`config.mk`:
```
export PLATFORM = sky130hd
export DESIGN_NAME = bus_cycle_ctrl
export DESIGN_NICKNAME = d
export VERILOG_FILES = /design/src/rtl/bcc_pkg.sv /design/src/rtl/bcc_tick.sv /design/src/rtl/bcc_seq.sv /design/src/rtl/bcc_pins.sv /design/src/rtl/bus_cycle_ctrl.sv
export SDC_FILE = /design/constraint.sdc
export NUM_CORES = 1
export LEC_CHECK = 0
export CORE_ASPECT_RATIO = 1.5
export CORE_MARGIN = 2
export CORE_UTILIZATION = 55
export CTS_CLUSTER_DIAMETER = 120
export CTS_CLUSTER_SIZE = 40
export DETAILED_ROUTE_END_ITERATION = 12
export DONT_BUFFER_PORTS = 1
export GPL_TIMING_DRIVEN = 0
export PLACE_DENSITY_LB_ADDON = 0.2
export SLEW_MARGIN = 20
export SYNTH_ARGS = -nofsm -noshare
export SYNTH_HDL_FRONTEND = slang
export SYNTH_SLANG_ARGS = --single-unit
```
`constraint.sdc`:
```
create_clock -name clk_i -period 1.7 [get_ports clk_i]
set_input_delay 0.34 -clock clk_i [delete_from_list [all_inputs] [get_ports clk_i]]
set_output_delay 0.34 -clock clk_i [all_outputs]
set_load 0.01 [all_outputs]
```
`src/rtl/bcc_pkg.sv`:
```
package bcc_pkg;

  typedef enum logic [2:0] {
    KIND_FETCH = 3'd0,
    KIND_MRD   = 3'd1,
    KIND_MWR   = 3'd2,
    KIND_IORD  = 3'd3,
    KIND_IOWR  = 3'd4
  } kind_e;

  typedef enum logic [2:0] {
    TS_IDLE = 3'd0,
    TS_T1   = 3'd1,
    TS_T2   = 3'd2,
    TS_T3   = 3'd3,
    TS_T4   = 3'd4
  } tstate_e;

  function automatic logic kind_legal(logic [2:0] k);
    return k <= 3'd4;
  endfunction

  function automatic logic kind_read(logic [2:0] k);
    return (k == KIND_FETCH) || (k == KIND_MRD) || (k == KIND_IORD);
  endfunction

  function automatic logic kind_write(logic [2:0] k);
    return (k == KIND_MWR) || (k == KIND_IOWR);
  endfunction

  function automatic logic kind_io(logic [2:0] k);
    return (k == KIND_IORD) || (k == KIND_IOWR);
  endfunction

endpackage

```
`src/rtl/bcc_tick.sv`:
```
// T-state pacing: t_end_o marks the last input clock of the current T-state.
module bcc_tick #(
  parameter bit DIV2_EN = 1'b0
) (
  input  logic clk_i,
  input  logic rst_ni,
  input  logic run_i,
  output logic t_end_o
);

  generate
    if (DIV2_EN) begin : g_div2
      logic phase_q;
      always_ff @(posedge clk_i or negedge rst_ni) begin
        if (!rst_ni)     phase_q <= 1'b0;
        else if (!run_i) phase_q <= 1'b0;
        else             phase_q <= ~phase_q;
      end
      assign t_end_o = run_i & phase_q;
    end else begin : g_div1
      assign t_end_o = run_i;
    end
  endgenerate

endmodule

```
`src/rtl/bcc_seq.sv`:
```
module bcc_seq
  import bcc_pkg::*;
#(
  parameter int BASE_T = 3
) (
  input  logic    clk_i,
  input  logic    rst_ni,
  input  logic    start_i,
  input  logic    t_end_i,
  input  logic    wait_i,
  output tstate_e state_o,
  output logic    finish_o,
  output logic    done_o
);

  localparam bit FOUR_T = (BASE_T == 4);
  localparam tstate_e LAST_TS = FOUR_T ? TS_T4 : TS_T3;

  tstate_e state_q, state_d;

  always_comb begin
    state_d = state_q;
    unique case (state_q)
      TS_IDLE: if (start_i) state_d = TS_T1;
      TS_T1:   if (t_end_i) state_d = TS_T2;
      TS_T2:   if (t_end_i && !wait_i) state_d = TS_T3;  // wait repeats T2
      TS_T3:   if (t_end_i) state_d = FOUR_T ? TS_T4 : TS_IDLE;
      TS_T4:   if (t_end_i) state_d = TS_IDLE;
      default: state_d = TS_IDLE;
    endcase
  end

  assign finish_o = t_end_i && (state_q == LAST_TS);

  always_ff @(posedge clk_i or negedge rst_ni) begin
    if (!rst_ni) begin
      state_q <= TS_IDLE;
      done_o  <= 1'b0;
    end else begin
      state_q <= state_d;
      done_o  <= finish_o;
    end
  end

  assign state_o = state_q;

endmodule

```
`src/rtl/bcc_pins.sv`:
```
module bcc_pins
  import bcc_pkg::*;
#(
  parameter int ADDR_W = 16,
  parameter int DATA_W = 8
) (
  input  logic              clk_i,
  input  logic              rst_ni,
  input  logic              start_i,
  input  logic              finish_i,
  input  tstate_e           state_i,
  input  logic [2:0]        kind_i,
  input  logic [ADDR_W-1:0] addr_i,
  input  logic [DATA_W-1:0] wdata_i,
  input  logic [DATA_W-1:0] bus_rdata_i,
  output logic [ADDR_W-1:0] bus_addr_o,
  output logic [DATA_W-1:0] bus_wdata_o,
  output logic              bus_wdata_oe_o,
  output logic [DATA_W-1:0] rdata_o,
  output logic              mem_rd_no,
  output logic              mem_wr_no,
  output logic              io_rd_no,
  output logic              io_wr_no,
  output logic              fetch_no
);

  logic [2:0]        kind_q;
  logic [ADDR_W-1:0] addr_q;
  logic [DATA_W-1:0] wdata_q;
  logic [DATA_W-1:0] rdata_q;

  always_ff @(posedge clk_i or negedge rst_ni) begin
    if (!rst_ni) begin
      kind_q  <= 3'd0;
      addr_q  <= '0;
      wdata_q <= '0;
    end else if (start_i) begin
      kind_q  <= kind_i;
      addr_q  <= addr_i;
      wdata_q <= wdata_i;
    end
  end

  // capture on the last edge, while the read strobe is still low
  always_ff @(posedge clk_i or negedge rst_ni) begin
    if (!rst_ni)                           rdata_q <= '0;
    else if (finish_i && kind_read(kind_q)) rdata_q <= bus_rdata_i;
  end

  logic active, rd_on, wr_on, io_sel;

  always_comb begin
    active = (state_i != TS_IDLE);
    io_sel = kind_io(kind_q);
    rd_on  = active && kind_read(kind_q);
    wr_on  = active && (state_i != TS_T1) && kind_write(kind_q);
  end

  assign mem_rd_no      = ~(rd_on & ~io_sel);
  assign io_rd_no       = ~(rd_on &  io_sel);
  assign mem_wr_no      = ~(wr_on & ~io_sel);
  assign io_wr_no       = ~(wr_on &  io_sel);
  assign fetch_no       = ~(active && (kind_q == KIND_FETCH));
  assign bus_wdata_oe_o = active && kind_write(kind_q);
  assign bus_wdata_o    = wdata_q;
  assign bus_addr_o     = addr_q;
  assign rdata_o        = rdata_q;

endmodule

```
`src/rtl/bus_cycle_ctrl.sv`:
```
module bus_cycle_ctrl
  import bcc_pkg::*;
#(
  parameter int ADDR_W  = 16,
  parameter int DATA_W  = 8,
  parameter int BASE_T  = 3,
  parameter bit DIV2_EN = 1'b0
) (
  input  logic              clk_i,
  input  logic              rst_ni,
  input  logic              req_valid_i,
  input  logic [2:0]        req_kind_i,
  input  logic [ADDR_W-1:0] req_addr_i,
  input  logic [DATA_W-1:0] req_wdata_i,
  output logic              req_ready_o,
  output logic              done_o,
  output logic [DATA_W-1:0] rdata_o,
  output logic [ADDR_W-1:0] bus_addr_o,
  output logic [DATA_W-1:0] bus_wdata_o,
  output logic              bus_wdata_oe_o,
  input  logic [DATA_W-1:0] bus_rdata_i,
  input  logic              wait_i,
  output logic              mem_rd_no,
  output logic              mem_wr_no,
  output logic              io_rd_no,
  output logic              io_wr_no,
  output logic              fetch_no
);

  tstate_e state;
  logic    t_end, finish, start, run;

  assign run         = (state != TS_IDLE);
  assign req_ready_o = ~run;
  assign start       = req_valid_i && req_ready_o && kind_legal(req_kind_i);

  bcc_tick #(.DIV2_EN(DIV2_EN)) u_tick (
    .clk_i  (clk_i),
    .rst_ni (rst_ni),
    .run_i  (run),
    .t_end_o(t_end)
  );

  bcc_seq #(.BASE_T(BASE_T)) u_seq (
    .clk_i   (clk_i),
    .rst_ni  (rst_ni),
    .start_i (start),
    .t_end_i (t_end),
    .wait_i  (wait_i),
    .state_o (state),
    .finish_o(finish),
    .done_o  (done_o)
  );

  bcc_pins #(.ADDR_W(ADDR_W), .DATA_W(DATA_W)) u_pins (
    .clk_i         (clk_i),
    .rst_ni        (rst_ni),
    .start_i       (start),
    .finish_i      (finish),
    .state_i       (state),
    .kind_i        (req_kind_i),
    .addr_i        (req_addr_i),
    .wdata_i       (req_wdata_i),
    .bus_rdata_i   (bus_rdata_i),
    .bus_addr_o    (bus_addr_o),
    .bus_wdata_o   (bus_wdata_o),
    .bus_wdata_oe_o(bus_wdata_oe_o),
    .rdata_o       (rdata_o),
    .mem_rd_no     (mem_rd_no),
    .mem_wr_no     (mem_wr_no),
    .io_rd_no      (io_rd_no),
    .io_wr_no      (io_wr_no),
    .fetch_no      (fetch_no)
  );

endmodule

```
=== After elaboration in Yosys (flattened, before gate mapping) ===
Cells that the tools add are included.

* Add/sub/neg operators: 0
* Multipliers: 0
* Div/mod/pow operators: 0
* Order comparisons: 1
* Equality and inequality tests: 13
* Shift-type cells: 0
* Mux-type cells: 5
* Bitwise operators: 11
* Reductions and logical operators: 20

{| class="wikitable"
|+ Operators by type and width
! operator !! count
|-
| == test 3 x 2 -> 1 bit, second input constant || 4
|-
| two-way mux 3 bit || 4
|-
| case mux 3 bit (4 select lines) || 1
|-
| logical AND 1 bit || 10
|-
| NOT 1 bit || 7
|-
| == test 3 x 1 -> 1 bit, second input constant || 2
|-
| == test 3 bit, second input constant || 2
|-
| logical NOT 3 bit || 2
|-
| bitwise AND 1 bit || 4
|-
| logical OR 1 bit || 4
|-
| inequality test 2 x 1 -> 1 bit, second input constant || 2
|-
| inequality test 2 bit, second input constant || 2
|-
| AND reduction 4 bit || 1
|-
| <= comparator 3 bit, second input constant || 1
|-
| inequality test 3 x 1 -> 1 bit, second input constant || 1
|-
| nonzero test 3 bit || 1
|-
| OR reduction 2 bit || 1
|-
| logical NOT 1 bit || 1
|}

* Flip-flop bits (word level): 39
* Latch bits: 0
* Bits in writable memories: 0
* ROM bits: 0
* Input port bits: 39
* Output and inout port bits: 40
* Logic and storage cells: 56
* Memories: 0

=== Longest topological paths before layout ===
Gate-level depths: netlist (run 1).

* Word-level depth: 6
* Depth in mapped cells: 6

=== Modules after synthesis ===
Synthesis (run 1) repeated with hierarchy kept, for this count alone.

* Cell total of the unflattened synthesis: 114
* Area total of the unflattened synthesis: 1641.6 sq um

{| class="wikitable"
|+ Modules (own cells, without submodules)
! module !! instances !! cells an instance !! area an instance (sq um) !! sequential area each (sq um)
|-
| bcc_pins || 1 || 86 || 1381.3 || 875.8
|-
| bcc_seq || 1 || 23 || 227.7 || 75.1
|-
| bus_cycle_ctrl || 1 || 4 || 25.0 || 0.0
|-
| bcc_tick || 1 || 1 || 7.5 || 0.0
|}

=== Worst setup path before layout (run 1) ===
OpenSTA, ideal clock, no wires.

* Path type: register to output
* Start point: register u_seq.state_q[0], in the netlist u_seq.state_o[0]
* End point: output port fetch_no
* Arrival time: 1.614 ns
* Data required time: 1.360 ns
* Slack: -0.254 ns
* Cell stages (with the launch flop): 6
* Cell sequence: dfrtp_1 -> inv_1 -> ha_1 -> buf_6 -> or3_1 -> or2_2

* Longest elaborated chain between the ends: 3

{| class="wikitable"
|+ RTL lines
! what !! line !! text
|-
| from (decl) || bcc_seq.sv:19 || <nowiki>tstate_e state_q, state_d;</nowiki>
|-
| from (signal assigned) || bcc_seq.sv:40 || <nowiki>state_q <= state_d;</nowiki>
|-
| nonzero test 3 bit || bcc_pins.sv:53 || <nowiki>active = (state_i != TS_IDLE);</nowiki>
|-
| logical AND 1 bit || bcc_pins.sv:63 || <nowiki>assign fetch_no = ~(active && (kind_q == KIND_FETCH));</nowiki>
|-
| NOT 1 bit || bcc_pins.sv:63 ||
|-
| to (decl) || bus_cycle_ctrl.sv:27 || <nowiki>output logic fetch_no</nowiki>
|}

Every way passes these cells.

=== Final worst setup path (run 1) ===
* Start point: register u_seq.state_q[1], in the netlist u_seq.state_o[1]
* End point: output port fetch_no

Same word-level chain as after synthesis.

==> results of run 1 <==
[metal layers]
metal / track usage / routed length (µm) / vias up
met5: 0 / 0 / -
met3: 0.0604 / 235 / 5
met4: 0.0857 / 51 / 0
li1: - / - / 413
met2: 0.336 / 1770 / 48
met1: 0.216 / 1060 / 463
[kinds of logic after synthesis]
kind of cell / share of synthesized area
adder cells (fa/ha/maj): 0.0297
XOR/XNOR: 0.00519
buffers and inverters: 0.0267
flip-flops: 0.563
AO/OA/AOI/OAI: 0.0215
multiplexers: 0.278
AND/OR/NAND/NOR: 0.0756
[synthesized netlist by cell type]
library cell	n	area [µm²]
nand3_1	1	5.00
or2_2	1	6.26
or3_1	1	6.26
o22a_1	1	8.76
nand3_4	1	17.5
nor2_1	4	15.0
o21ai_2	1	8.76
nand2_1	1	3.75
clkbuf_1	1	3.75
inv_1	2	7.51
xnor2_1	1	8.76
dfrtp_1	38	951
mux2_4	20	300
buf_6	3	33.8
a41oi_1	1	8.76
nand3b_1	2	15.0
nor3_1	4	20.0
nor3b_4	1	18.8
nor2b_4	1	13.8
a21oi_1	2	10.0
ha_1	4	50.1
nand4_1	1	6.26
mux2_2	15	169
[power by group through the flow]
stage | clock network, mW | registers [mW] | logic (mW)
4_1_cts | 0.584 | 1.94 | 1.55
3_3_place_gp | 0 | 1.92 | 1.25
2_1_floorplan | 0 | 1.83 | 1.17
3_5_place_dp | 0 | 1.95 | 1.32
5_1_grt | 0.627 | 1.99 | 1.82
6_report | 0.559 | 1.92 | 1.69
[path summary, 6_finish.rpt]
check                                       from                     to  cells past startpoint
max reg2reg                     u_seq.state_o[1]       u_seq.state_o[1]                      9
min reg2reg                u_pins.bus_addr_o[11]  u_pins.bus_addr_o[11]                      1
max                             u_seq.state_o[1]               fetch_no                      5
max in group asynchronous                 rst_ni  u_pins.bus_addr_o[14]                      2
min                                req_addr_i[8]   u_pins.bus_addr_o[8]                      1
min in group asynchronous                 rst_ni   u_pins.bus_addr_o[7]                      2
[per-stage QoR]
stage	instance area [µm²]	TNS [ns]
after detailed placement	1760	-0.0436
after CTS	1950	-0.523
after global routing	2000	-1.71
after floorplan	1710	0
final	2000	-1.00
after global placement	1760	-0.00652
[critical path, stage by stage, from the launching register on]
cell	delay, ns
dfrtp_1	0.36
inv_2	0.06
ha_4	0.18
buf_6	0.12
or3_4	0.35
or2_4	0.25
[timing repair]
action / CTS / global route
hold buffers: 2 / 0
hold endpoints to repair: 38 / 0
pin swaps: 2 / 2
setup buffers: 5 / 5
resized for setup: 10 / 5
cloned: 0 / 0
setup endpoints to repair: 6 / 7
[sequential cells by signal, indices dropped and copies added, names as in the netlist]
signal and flops:
u_pins.bus_addr_o 16, u_pins.kind_q 3, u_seq.done_o 1, u_seq.state_o 2, u_pins.bus_wdata_o 8, u_pins.rdata_o 8
[layout make-up]
| cell class | count | area (µm²) | area share |
|---|---|---|---|
| clock inverters | 2 | 10.0 | 0.00500 |
| flip-flops and latches | 38 | 951 | 0.475 |
| clock buffers | 5 | 68.8 | 0.0344 |
| inverters | 2 | 7.51 | 0.00375 |
| well taps | 39 | 48.8 | 0.0244 |
| repair buffers | 12 | 125 | 0.0625 |
| multi-input cells | 63 | 752 | 0.376 |
| plain buffers | 4 | 38.8 | 0.0194 |
==> impl_results.md, run 1 <==
* CP endpoint kind: output port
* Post-route ant nets at 0
* Starting Density at 0.579
* Sequential share of the synthesized area at 0.563
* RSZ-0062 raised after global routing: yes
* MaxCap Viol Count at 0
* Clock root buffer: clkbuf_8
* First-pass DRT Iterations at 3
* GRT overflow at 0
* Vias/cell at 5.63
* Post-Layout Cell Count at 165
* Final min period at 1.94 ns
* Layout cell share with drive strength beyond 1 at 0.571
* Reg2reg setup slack at -0.07 ns
* Most common cell after layout, fill and taps aside: dfrtp_1
* Detailed-route wire length per cell at 18.9 µm
* Logic pwr share at 0.405
* Setup WS post-layout at -0.244 ns
* Die area at 3540 µm²
* Slew Viols, Final at 0
* Clock slew at the register clock pins of the worst setup and hold paths at 0.07 ns
* Failing checks: setup timing
* Gr usage total at 0.194
* Post-detail-place hpwl at 2250 µm
* Number of synthesized register bits at 38
* Routed via count at 929
* Final Total Pwr at 4.17 mW
* Static Leak at 0.926 nW
* Clk sinks at 38
* Number of DRC markers in iteration 0 at 5
* CP Data Required Time at 1.36 ns
* Number of global-route vias before repair at 1028
* FMAX at 0.514 GHz
* H-tree levels at 2
* Die Ht at 71.8 µm
* Skew-Pair Late Insertion Delay at 0.28 ns
* Critical Path Fanout Max at 3
* Synth warn at 0
* Final hold viol count at 0
* Most frequent cells in the layout: dfrtp_1 (38), mux2_4 (20), mux2_2 (15), buf_4 (7)
* Mapped Avg Cell Area at 15.8 µm²
* Antenna violations before repair at 0
* Hold_ws at 0.201 ns
* Fill count at 211
* Final Wtd Congestion at 0.673
* Slew @ Worst Pin at 0.407 ns
* Core utilization of the finished layout at 0.687
* Port buffer count at 0
* Max Root-Sink Buffers at 2
* Clock power frac at 0.134
* Setup WS pre-CTS at -0.0436 ns
* Headroom to the max-slew limit at 0.728
* DRC at 0
* Core Area at 2910 µm²
* Total Nets Final at 169
* Layout area overhead at 18.6%
* Sw frac at 0.352
* Status: finished with violations
* Net Count, Synth at 150
* Total Wirelength at 3110 µm
* Post-synth cell types at 23
* Reg power frac at 0.461
* Switching Power at 1.47 mW
* Synth Cell Area at 1690 µm²
* Cts bufs inserted at 5
* Horiz. Die Dim at 49.2 µm
* Cells after synthesis at 107
* Arr. time, crit path at 1.60 ns
* Worst setup path class: reg2out
* TritonCTS clock tree: built
* Peak VDD IR at 1290 µV
* IO Pins at 79
* Rows at 24
* Largest net degree at the start of global routing at 39
* Antenna cells at 0
* First-pass GRT wire length at 5090 µm
* Final period utilization at 1.14
* HP Class: in2reg
* Crit start category: flip-flop
* Internal power at 2.70 mW
* Pwr Density at 2080 nW/µm²
* Inst Count DP at 146
* Layout Skew at 0.00232 ns
* Final setup fails at 6
No activity file was read; power rests on OpenSTA's default activity.
==> inputs of run 2 (changes only) <==
TNS_END_PERCENT = 30   (was default)
==> run 2 against run 1 <==
  * Clock power hardly changed
  * Die area stayed put
  * Critical path depth stayed put
  * The run still ends with setup timing left
  * Critical path type unchanged
  * Power is 7.6% lower
  * Via count is 2.8% lower
  * Clock-buffer cell count stayed put
  * Non-clock buffer count is 8 lower
  * Flip-flop and latch count stayed put
  * Sequential share of layout area is 3.0 points higher
==> impl_results.md, run 2 (synthesized netlist as in run 1, its figures left out) <==
* Slowest CP cell: dfrtp_1
* Cts bufs inserted at 5 (unchanged)
* Post-place instance area at 1760 µm² (unchanged)
* Routed via count at 903 (-2.8%)
* Rows at 24 (unchanged)
* Setup WS post-layout at -0.273 ns (-0.0289 ns)
* Reg2reg start: u_seq.state_o[0]
* Slew Viols, Final at 0 (unchanged)
* Port buffer count at 0 (unchanged)
* Max stage delay on crit path at 0.36 ns (about the same)
* CP Cell Sequence: inv_2 -> ha_4 -> buf_8 -> or3_4 -> or2_4
* Detailed-route wire length per cell at 19.2 µm (+1.6%)
* Slew @ Worst Pin at 0.409 ns (+0.00123 ns)
* Most frequent cells in the layout: dfrtp_1 (38), mux2_4 (20), mux2_2 (15), clkbuf_8 (5)
* Total Wirelength at 3010 µm (-3.3%)
* Number of DRC markers in iteration 0 at 16 (+11)
* Status: finished with violations
* Skew-Pair Late Insertion Delay at 0.28 ns (about the same)
* IO Pins at 79 (unchanged)
* Layout cell share with drive strength beyond 1 at 0.483 (-0.0884)
* H-tree levels at 2 (unchanged)
* Static Leak at 0.876 nW (-5.5%)
* Vias/cell at 5.75 (+2.2%)
* Final hold viol count at 0 (unchanged)
* Headroom to the max-slew limit at 0.727 (-0.000823)
* First-pass DRT Iterations at 2 (-1)
* TritonCTS clock tree: built
* Clk sinks at 38 (unchanged)
* Worst r2r path cells at 4 (-5)
* Die Ht at 71.8 µm (unchanged)
* Final period utilization at 1.16 (+0.0170)
* Post-route design area at 1880 µm² (-5.9%)
* Most common cell after layout, fill and taps aside: dfrtp_1
* RSZ-0062 raised after global routing: yes
* Final Total Pwr at 3.85 mW (-7.6%)
* Failing checks: setup timing
* Crit start category: flip-flop
* Total Nets Final at 161 (-4.7%)
* DRC at 0 (unchanged)
* Layout Skew at 0.00168 ns (-0.000649 ns)
* CP Data Required Time at 1.36 ns (about the same)
* Worst r2r dst: u_pins.rdata_o[6]
* Post-detail-place hpwl at 2250 µm (unchanged)
* Post-route ant nets at 0 (unchanged)
* HP Class: in2reg
* Peak VDD IR at 1200 µV (-7.2%)
* Worst Setup SP: u_seq.state_o[1]
* Clock root buffer: clkbuf_8
* Antenna cells at 0 (unchanged)
* Max Root-Sink Buffers at 2 (unchanged)
* Critical Path Fanout Max at 10 (+7)
* Max FFs per register at 16 (unchanged)
* Horiz. Die Dim at 49.2 µm (unchanged)
* Hold_ws at 0.202 ns (+0.00133 ns)
* Layout area overhead at 11.6%
* FMAX at 0.507 GHz (-1.5%)
* Pwr Density at 2040 nW/µm² (-1.8%)
* Core Area at 2910 µm² (unchanged)
* Final min period at 1.97 ns (+0.0289 ns)
* GRT overflow at 0 (unchanged)
* Number of global-route vias before repair at 1019 (-0.88%)
* Die area at 3540 µm² (unchanged)
* First-pass GRT wire length at 5010 µm (-1.6%)
* Arr. time, crit path at 1.63 ns (+0.03 ns)
* Core utilization of the finished layout at 0.647 (-0.0404)
* CP endpoint kind: output port
* Gr usage total at 0.190 (-0.00357)
* Final Wtd Congestion at 0.673 (unchanged)
* MaxCap Viol Count at 0 (unchanged)
* Starting Density at 0.579 (unchanged)
* Clock slew at the register clock pins of the worst setup and hold paths at 0.07 ns (about the same)
* End point of the critical path: fetch_no
* Final setup fails at 5 (-1)
* Antenna violations before repair at 0 (unchanged)
* Largest net degree at the start of global routing at 39 (unchanged)
* Worst setup path class: reg2out
* Reg2reg setup slack at 0.10 ns (+0.17 ns)
[run 2: stage by stage]
step | setup slack, ns | setup TNS, ns | cells
global placement | -0.00652 | -0.00652 | 146
global route | -0.345 | -0.866 | 157
floorplan | 0.0236 | 0 | 107
CTS | -0.285 | -0.524 | 157
detailed placement | -0.0436 | -0.0436 | 146
finish | -0.273 | -0.464 | 157
[run 2: worst min path at each step]
stage	startpoint	end	cells after the start
final	req_wdata_i[5]	u_pins.bus_wdata_o[5]	1
after global routing	req_wdata_i[1]	u_pins.bus_wdata_o[1]	1
after CTS	req_addr_i[8]	u_pins.bus_addr_o[8]	1
after detailed placement	rst_ni	u_pins.rdata_o[2]	0
after global placement	rst_ni	u_pins.rdata_o[2]	0
after floorplan	rst_ni	u_pins.bus_addr_o[0]	0
[run 2: final cells by class]
| cell class | count | area, µm² |
|---|---|---|
| multi-input combinational | 63 | 712 |
| inverter | 2 | 7.51 |
| clock inverter | 2 | 10.0 |
| buffer | 4 | 41.3 |
| clock buffer | 5 | 68.8 |
| timing repair buffer | 4 | 45.0 |
| tap | 39 | 48.8 |
| sequential | 38 | 951 |
| fill | 231 | 1030 |
[run 2: worst max-delay path: cells and delay by family (launching register included)]
kind	cells	cell delay, ns
simple gates	2	0.60
flops	1	0.36
buf+inv	2	0.20
fa+ha+maj	1	0.19
[run 2: metal layers]
metal | track usage | vias to the layer above | share of wire
met5 | 0 | - | 0
met4 | 0.0857 | 0 | 0.017
met3 | 0.0646 | 6 | 0.080
met2 | 0.332 | 49 | 0.56
met1 | 0.206 | 452 | 0.34
li1 | - | 396 | -
[run 2: timing repair]
| item | 4_1_cts | 5_1_grt |
|---|---|---|
| endpoints found under the setup margin | 6 | 5 |
| buffers inserted | 2 | 0 |
| gates resized for setup | 0 | 1 |
| hold endpoints to repair | 38 | 0 |
| hold buffers | 2 | 0 |
| pin swaps | 0 | 0 |
[run 2: report_power, final]
part	total, mW	switching (mW)	internal, mW	leakage [nW]
sequential	1.90	0.537	1.37	0.454
combinational	1.39	0.529	0.858	0.378
clock	0.560	0.285	0.275	0.0438
